<file path="src/rtl/err_irq_pkg.sv">
package err_irq_pkg;

  localparam int NSRC = 5;
  localparam int CODE_W = 4;

  // Source indices; lower index wins a same-cycle tie.
  localparam int SRC_CPU      = 0;
  localparam int SRC_PRI_SERR = 1;
  localparam int SRC_SEC_SERR = 2;
  localparam int SRC_PRI_PERR = 3;
  localparam int SRC_SEC_PERR = 4;

  typedef enum logic [1:0] {
    ORG_PRI = 2'd0,
    ORG_SEC = 2'd1,
    ORG_CPU = 2'd2
  } origin_e;

  typedef enum logic [1:0] {
    TYP_PAR = 2'd1,
    TYP_SYS = 2'd2
  } etype_e;

  typedef enum logic [1:0] {
    CLS_ALWAYS = 2'd0,
    CLS_SYS    = 2'd1,
    CLS_PAR    = 2'd2
  } gate_cls_e;

  function automatic gate_cls_e src_class(input int idx);
    case (idx)
      SRC_CPU:                   return CLS_ALWAYS;
      SRC_PRI_SERR, SRC_SEC_SERR: return CLS_SYS;
      default:                   return CLS_PAR;
    endcase
  endfunction

  function automatic logic [CODE_W-1:0] src_code(input int idx);
    case (idx)
      SRC_CPU:      return {ORG_CPU, TYP_SYS};
      SRC_PRI_SERR: return {ORG_PRI, TYP_SYS};
      SRC_SEC_SERR: return {ORG_SEC, TYP_SYS};
      SRC_PRI_PERR: return {ORG_PRI, TYP_PAR};
      default:      return {ORG_SEC, TYP_PAR};
    endcase
  endfunction

endpackage

</file>
<file path="src/rtl/err_pin_sync.sv">
module err_pin_sync #(
  parameter int N      = 5,
  parameter int STAGES = 2
) (
  input  logic         clk,
  input  logic         rst_n,
  input  logic [N-1:0] raw_i,
  output logic [N-1:0] lvl_o
);

  localparam int LAST = STAGES - 1;

  for (genvar b = 0; b < N; b++) begin : g_bit
    logic [STAGES-1:0] chain;
    always_ff @(posedge clk or negedge rst_n) begin
      if (!rst_n) chain <= '0;
      else        chain <= {chain[STAGES-2:0], raw_i[b]};
    end
    assign lvl_o[b] = chain[LAST];
  end

endmodule

</file>
<file path="src/rtl/err_route.sv">
module err_route
  import err_irq_pkg::*;
#(
  parameter int N = NSRC
) (
  input  logic              clk,
  input  logic              rst_n,
  input  logic [N-1:0]      lvl_i,
  input  logic              smi_en,
  input  logic              nmi_mask,
  input  logic              serr_en,
  input  logic              perr_en,
  output logic              smi_fire,
  output logic              nmi_fire,
  output logic [CODE_W-1:0] code,
  output logic              extra
);

  logic [N-1:0] prev;
  logic [N-1:0] rise;
  logic [N-1:0] gate;
  logic [N-1:0] rep;
  logic         any;

  always_ff @(posedge clk or negedge rst_n) begin
    if (!rst_n) prev <= '0;
    else        prev <= lvl_i;
  end

  assign rise = lvl_i & ~prev;

  for (genvar i = 0; i < N; i++) begin : g_gate
    if (src_class(i) == CLS_ALWAYS) begin : g_always
      assign gate[i] = 1'b1;
    end else if (src_class(i) == CLS_SYS) begin : g_sys
      assign gate[i] = serr_en;
    end else begin : g_par
      assign gate[i] = perr_en;
    end
  end

  assign rep = rise & gate;
  assign any = |rep;

  always_comb begin
    code = '0;
    for (int i = N - 1; i >= 0; i--) begin
      if (rep[i]) code = src_code(i);
    end
  end

  assign smi_fire = any & smi_en;
  assign nmi_fire = any & ~smi_en & ~nmi_mask;
  assign extra    = (smi_fire | nmi_fire) && ($countones(rep) > 1);

endmodule

</file>
<file path="src/rtl/err_evt_slot.sv">
module err_evt_slot #(
  parameter int W = 4
) (
  input  logic         clk,
  input  logic         rst_n,
  input  logic         push,
  input  logic [W-1:0] push_code,
  input  logic         drop,
  output logic         valid,
  input  logic         ready,
  output logic [W-1:0] code,
  output logic         ovf
);

  logic pop;
  logic room;

  assign pop  = valid & ready;
  assign room = ~valid | ready;

  always_ff @(posedge clk or negedge rst_n) begin
    if (!rst_n) begin
      valid <= 1'b0;
      code  <= '0;
      ovf   <= 1'b0;
    end else begin
      if (push && room) begin
        valid <= 1'b1;
        code  <= push_code;
      end else if (pop) begin
        valid <= 1'b0;
      end
      if ((push && !room) || drop) ovf <= 1'b1;
    end
  end

endmodule

</file>
<file path="src/rtl/err_irq_router.sv">
module err_irq_router
  import err_irq_pkg::*;
(
  input  logic              clk,
  input  logic              rst_n,
  input  logic              pri_perr_n,
  input  logic              pri_serr_n,
  input  logic              sec_perr_n,
  input  logic              sec_serr_n,
  input  logic              cpu_err,
  input  logic              smi_en,
  input  logic              serr_rpt_en,
  input  logic              perr_rpt_en,
  input  logic              nmi_mask,
  input  logic              evt_ready,
  output logic              smi_pulse,
  output logic              nmi_pulse,
  output logic              pri_perr_drv_n,
  output logic              pri_serr_drv_n,
  output logic              evt_valid,
  output logic [CODE_W-1:0] evt_code,
  output logic              evt_ovf
);

  logic [NSRC-1:0]   raw;
  logic [NSRC-1:0]   lvl;
  logic              smi_fire;
  logic              nmi_fire;
  logic              extra;
  logic [CODE_W-1:0] fire_code;

  // Active-high view of every source, indexed by priority.
  always_comb begin
    raw               = '0;
    raw[SRC_CPU]      = cpu_err;
    raw[SRC_PRI_SERR] = ~pri_serr_n;
    raw[SRC_SEC_SERR] = ~sec_serr_n;
    raw[SRC_PRI_PERR] = ~pri_perr_n;
    raw[SRC_SEC_PERR] = ~sec_perr_n;
  end

  err_pin_sync #(.N(NSRC), .STAGES(2)) u_sync (
    .clk   (clk),
    .rst_n (rst_n),
    .raw_i (raw),
    .lvl_o (lvl)
  );

  err_route #(.N(NSRC)) u_route (
    .clk      (clk),
    .rst_n    (rst_n),
    .lvl_i    (lvl),
    .smi_en   (smi_en),
    .nmi_mask (nmi_mask),
    .serr_en  (serr_rpt_en),
    .perr_en  (perr_rpt_en),
    .smi_fire (smi_fire),
    .nmi_fire (nmi_fire),
    .code     (fire_code),
    .extra    (extra)
  );

  err_evt_slot #(.W(CODE_W)) u_slot (
    .clk       (clk),
    .rst_n     (rst_n),
    .push      (smi_fire | nmi_fire),
    .push_code (fire_code),
    .drop      (extra),
    .valid     (evt_valid),
    .ready     (evt_ready),
    .code      (evt_code),
    .ovf       (evt_ovf)
  );

  always_ff @(posedge clk or negedge rst_n) begin
    if (!rst_n) begin
      smi_pulse      <= 1'b0;
      nmi_pulse      <= 1'b0;
      pri_serr_drv_n <= 1'b1;
      pri_perr_drv_n <= 1'b1;
    end else begin
      smi_pulse      <= smi_fire;
      nmi_pulse      <= nmi_fire;
      pri_serr_drv_n <= ~(lvl[SRC_SEC_SERR] & serr_rpt_en);
      pri_perr_drv_n <= ~(lvl[SRC_SEC_PERR] & perr_rpt_en);
    end
  end

endmodule

</file>
<file path="config.mk">
export PLATFORM = sky130hd
export DESIGN_NAME = err_irq_router
export DESIGN_NICKNAME = d
export VERILOG_FILES = /design/src/rtl/err_irq_pkg.sv /design/src/rtl/err_pin_sync.sv /design/src/rtl/err_route.sv /design/src/rtl/err_evt_slot.sv /design/src/rtl/err_irq_router.sv
export SDC_FILE = /design/constraint.sdc
export NUM_CORES = 1
export LEC_CHECK = 0
export ABC_AREA = 1
export BUFFER_PORTS_ARGS = -buffer_cell sky130_fd_sc_hd__buf_4
export CORE_AREA = 8 8 59 61
export CTS_BUF_LIST = sky130_fd_sc_hd__clkbuf_4
export DETAILED_ROUTE_END_ITERATION = 6
export DIE_AREA = 0 0 67 69
export MAX_ROUTING_LAYER = met4
export SYNTH_ARGS = -nofsm -noshare
export SYNTH_HDL_FRONTEND = slang
export SYNTH_SLANG_ARGS = --single-unit
</file>
<file path="constraint.sdc">
create_clock -name clk -period 3.8 [get_ports clk]
set_input_delay 0.38 -clock clk [delete_from_list [all_inputs] [get_ports clk]]
set_output_delay 0.38 -clock clk [all_outputs]
set_load 0.005 [all_outputs]
</file>
== Word level (Yosys, flattened, before mapping) ==
Cells that the tools add are included.

* Bits in registers: 25
* Bits of input ports: 12
* Output and inout bits: 10
* Logic and storage cells: 52

* Add/subtract/negate cells: 4
* Order comparisons: 1
* Muxes and demuxes: 7
* Bitwise operators: 20
* Reduce and logical (&&, ||, !) cells: 7

{| class="wikitable"
|+ Operators with widths
! kind !! number
|-
| $add 32x1->32 || 1
|-
| $add 32x32->32 || 1
|-
| $gt 32x2->1 const B || 1
|-
| $mux 4 || 4
|-
| $and 5x5->5 || 2
|-
| $not 1->1 || 9
|-
| $and 1x1->1 || 6
|-
| $not 5->5 || 1
|-
| $reduce_or 5->1 || 1
|-
| $add 1x1->2 || 2
|-
| $logic_and 1x1->1 || 3
|-
| $mux 3 || 1
|-
| $mux 1 || 2
|-
| $or 1x1->1 || 2
|-
| $reduce_bool 2->1 || 1
|-
| $logic_not 1->1 || 1
|-
| $logic_or 1x1->1 || 1
|}

== Logic depth before layout (Yosys ltp) ==
* Depth after elaboration: 9
* Gate-level depth with buffers: 10
* Depth with buffers taken out: 10

== Cells and area by module ==
A second synthesis with hierarchy kept.

* Cells, all modules: 94
* Area total of the unflattened synthesis: 982.2 µm²

{| class="wikitable"
|+ Modules (own cells, without submodules)
! module !! times used !! cells each !! area an instance (µm²) !! sequential area each (µm²)
|-
| err_route || 1 || 41 || 325.3 || 125.1
|-
| err_pin_sync || 1 || 15 || 287.8 || 250.2
|-
| err_evt_slot || 1 || 25 || 232.7 || 150.1
|-
| err_irq_router || 1 || 13 || 136.4 || 102.6
|}

== Worst setup path after synthesis ==
No wires, ideal clock.

* Path type: reg-to-reg
* From: reg u_sync.g_bit[2].chain[1]
* To: reg u_slot.ovf
* Setup time: 120 ps
* Arrival: 2086 ps
* Required time: 3680 ps
* Path slack: 1593 ps
* Stages on the path, launching flop included: 10
* Path buffers: 0
* Clock period less this slack: 2207 ps
* Cell sequence: dfrtp_1 nand3_2 inv_2 ha_1 ha_1 a21o_1 fa_1 or2_2 o21ai_1 nand2_1

* Cells in the longest elaborated chain, start to end: 8
* Elaborated cells on any way between the ends: 14
* Those cells by class: add/sub (3); order compare (1); bitwise (6); reduce/logical (4)

{| class="wikitable"
|+ Ends and longest elaborated chain
! what !! line !! text
|-
| from (decl) || err_pin_sync.sv:14 || <nowiki>logic [STAGES-1:0] chain;</nowiki>
|-
| from (signal assigned) || err_pin_sync.sv:17 || <nowiki>else chain <= {chain[STAGES-2:0], raw_i[b]};</nowiki>
|-
| $and 5x5->5 * || err_route.sv:30 || <nowiki>assign rise = lvl_i & ~prev;</nowiki>
|-
| $and 5x5->5 * || err_route.sv:42 || <nowiki>assign rep = rise & gate;</nowiki>
|-
| $add 1x1->2 (not written as such) or $reduce_or 5->1 (tied branches) || err_route.sv:54, err_route.sv:43 ||
|-
| $add 32x32->32 (not written as such) or $and 1x1->1 (tied branches) || err_route.sv:54, err_route.sv:53 ||
|-
| $add 32x1->32 (not written as such) or $and 1x1->1 (tied branches) || err_route.sv:54, err_route.sv:53 ||
|-
| $gt 32x2->1 or $or 1x1->1 (tied branches) || err_route.sv:54, err_irq_router.sv:66 ||
|-
| $logic_and 1x1->1, on equally long branches || err_route.sv:54, err_evt_slot.sv:33 ||
|-
| $logic_or 1x1->1 * || err_evt_slot.sv:33 || <nowiki>if ((push && !room) || drop) ovf <= 1'b1;</nowiki>
|-
| to (signal assigned) || err_evt_slot.sv:25 || <nowiki>ovf <= 1'b0;</nowiki>
|-
| to (signal assigned) || err_evt_slot.sv:33 ||
|-
| to (decl) || err_evt_slot.sv:12 || <nowiki>output logic ovf</nowiki>
|}

Mark *: on every way between the ends. The rest lies on a longest branch, timed or not.
A chain may end at the register's enable or synchronous reset.

== Worst setup path after layout ==
Same ends and word-level chain as after synthesis.

==> results.yml <==
route:
  first_pass_iters: 4
  top_layer: "met4"
  wl_met2_um: 793
  viasPerCell: 4.627
  wl_per_cell_um: 11.41
  wl_met3_um: 134
  drtAntennaViolNets: 0
  wl_met1_um: 678
  dr_total_vias: 657
  route.final.wire_length_um: 1620
  drcViolationCount: 0
  drt-initial-drc-count: 27
timing:
  worst_pin_slew_ns: 0.3054
  hold_viol_final: 0
  fmax_ghz: 0.4349
  relSlewSlack_pct: 79.64
  rsz0062_at_grt: "no"
  maxSlewViolCount: 0
  final.setup.tns_ns: 0
  skew_ns: 0.01019
  finalSetupViolations: 0
  period_minus_slack_ns: 2.299
  whs_ns: 0.1548
  fin_crit_sh_pct: 60.51
cells_and_area:
  finalInstanceArea_sq_um: 1232
  diodes: 0
  postLayoutCoreUtil_pct: 47.13
  area_growth_syn_to_layout_pct: 23.43
  drive_gt1_share_pct: 36.94
  fin_nets: 128
worst_setup_path:
  cp-end-kind: "flip-flop"
  crit_arrival_ns: 2.51
  rr_startpoint: "u_sync.g_bit[2].chain[1]$_DFF_PN0_"
  critPathBufInv: 1
  worstPathRequired_ns: 4.01
  worstSetupStartpoint: "u_sync.g_bit[2].chain[1]$_DFF_PN0_"
  crit_slowest_cell: "dfrtp_1"
  cp-start-kind: "flip-flop"
  critical_path_class: "flip-flop to flip-flop"
  cp_max_fo: 3
  cp-endpoint: "u_slot.ovf$_DFFE_PN0P_"
  r2r_end: "u_slot.ovf$_DFFE_PN0P_"
  path_depth: 9
  cpPeakStageDelay_ns: 0.42
  crit_family: "adder cells"
  crit_chain: "nand3_2 > inv_2 > ha_1 > ha_1 > a21o_1 > fa_1 > or2_2 > o21ai_1 > nand2_1"
  regToRegSetupSlack_ns: 1.50
  reg2regPathDepth: 9
  cpMostUsedCell: "ha_1"
power_and_ir_drop:
  pwr-share-seq_pct: 60.3
  clockPowerShare_pct: 23.6
  pwr-share-comb_pct: 16.1
  p_leak_nw: 0.6709
  power_switching_w: 0.0001262
  ir_drop_mv: 0.2406
  p_int_w: 0.0003650
  totalPowerFinal_w: 0.0004912
  p_sw_share_pct: 25.69
  power_density_nw_per_um2: 398.6
placed_design:
  numPortBuffers: 21
  hpwlAfterDp_um: 1295
  placed_area_sq_um: 1195
  gp_congestion: 0.7396
die:
  dieHeight_um: 69
  start_util_pct: 38.18
  fp.dieW_um: 67
  rows: 19
  core_area_sq_um: 2615
  die_area_sq_um: 4623
  io_pins: 22
grt:
  grt-ovfl-total: 0
  grt_start_max_net_pins: 26
  grt_pass1_vias: 726
  grt_pass1_wl_um: 3008
  antenna_found_initial: 0
  grt_util_all_layers_pct: 8.237
logic_synthesis:
  ys_ff_latch: 25
  ys.flop_type: "dfrtp_1"
  syn_inst: 85
  ys_async_sr_fraction_pct: 100.0
  yosys_warnings: 0
  netlist_area_sq_um: 998.5
  syn-num-nets: 101
  syn_area_per_cell_sq_um: 11.75
  ys_types: 23
  synth_edf_count: 0
  yosysSeqAreaShare_pct: 62.91
clocking:
  cts_sinks: 25
  clock_path_buffers: 2
  clk_pin_slew_worst_paths_ns: 0.14
  cts_resized: 0
  cts_root_buffer: "clkbuf_4"
  h-tree-depth: 1
  cts_buffers: 3
  insertion_delay_ns: 0.32
  cts_tree: "yes"
min_path:
  hold_path.class: "input pin to flip-flop"
job:
  cap_violations: 0
outcome:
  status: "finished clean"
## worst min path at each step
| stage | from | endpoint | slack [ns] | cells past startpoint |
|---|---|---|---|---|
| 6_report | cpu_err | u_sync.g_bit[0].chain[0]$_DFF_PN0_ | 0.15 | 1 |
| 5_1_grt | cpu_err | u_sync.g_bit[0].chain[0]$_DFF_PN0_ | 0.12 | 1 |
| 4_1_cts | cpu_err | u_sync.g_bit[0].chain[0]$_DFF_PN0_ | 0.14 | 1 |
| 2_1_floorplan | rst_n | nmi_pulse$_DFF_PN0_ | 0.08 | 0 |
| 3_3_place_gp | rst_n | nmi_pulse$_DFF_PN0_ | 0.29 | 1 |
| 3_5_place_dp | rst_n | u_slot.ovf$_DFFE_PN0P_ | 0.30 | 1 |
## routing by layer
metal / vias to the layer above / track usage (%)
met5: - / -
met4: 0 / 4.186
met3: 2 / 2.908
met2: 22 / 12.77
met1: 313 / 8.994
li1: 320 / -
## registers in the layout (all words and copies together), names as in the netlist
name                flops
u_sync.g_bit.chain     10
u_route.prev            5
u_slot.code             4
nmi_pulse               1
pri_perr_drv_n          1
pri_serr_drv_n          1
smi_pulse               1
u_slot.ovf              1
u_slot.valid            1
## worst register-to-register path, cell delays in order, from the launching register on
cell and delay, ns:
dfrtp_1 0.42, nand3_2 0.12, inv_2 0.06, ha_1 0.29
ha_1 0.27, a21o_1 0.19, fa_1 0.41, or2_2 0.28
o21ai_1 0.11, nand2_1 0.05
## area by class of cell
| class | count | area (sq um) |
|---|---|---|
| inverters | 16 | 60.06 |
| well taps | 31 | 38.79 |
| flip-flops and latches | 25 | 628.1 |
| clock buffers | 3 | 22.52 |
| repair buffers | 22 | 167.7 |
| fillers | 252 | 1383 |
| multi-input cells | 44 | 310.3 |
| clock inverters | 1 | 5.005 |
## per-stage QoR
step | setup slack, ns | instances
2_1_floorplan | 1.593 | 85
3_3_place_gp | 1.438 | 137
3_5_place_dp | 1.401 | 137
4_1_cts | 1.485 | 142
5_1_grt | 1.343 | 142
6_report | 1.501 | 142
## logic make-up (layout without fill, tap and decap cells)
group | count (synthesis) | count (layout) | share of synthesized area (%)
AND/OR/NAND/NOR | 32 | 32 | 17.92
flip-flops | 25 | 25 | 62.91
buffers and inverters | 16 | 42 | 6.014
AO/OA/AOI/OAI | 8 | 8 | 7.393
adder cells (fa/ha/maj) | 4 | 4 | 5.765
## synthesized netlist by cell type, types with 2 or more instances
cell type	n	share of area, %
dfrtp_1	23	58
inv_1	15	5.6
nand2_1	13	4.9
nand2_2	4	2.5
nor2_1	4	1.5
ha_1	3	3.8
nand3_2	3	3.0
o2111ai_1	3	2.6
dfstp_2	2	5.3
nand3b_1	2	1.5
## placed cells by master, fill, tap and decap left out, types with 3 or more instances in the layout
cell type,synthesis,routed
dfrtp_1,23,23
buf_4,0,21
inv_1,15,15
nand2_1,13,13
nor2_1,4,4
nand2_2,4,4
nand3_2,3,3
o2111ai_1,3,3
ha_1,3,3
clkbuf_4,0,3
## power by group through the flow
stage	clock network (W)	registers [W]	logic, W
after floorplan	0	0.000302	0.0000370
after global placement	0	0.000301	0.0000790
after detailed placement	0	0.000302	0.0000805
after CTS	0.000124	0.000297	0.0000816
after global routing	0.000135	0.000299	0.0000913
final	0.000116	0.000296	0.0000789
## what timing repair did
action,in CTS,in global routing
hold buffers,1,0
buffers inserted,0,0
hold endpoints to repair,23,0
Power figures use the tool's default switching activity.
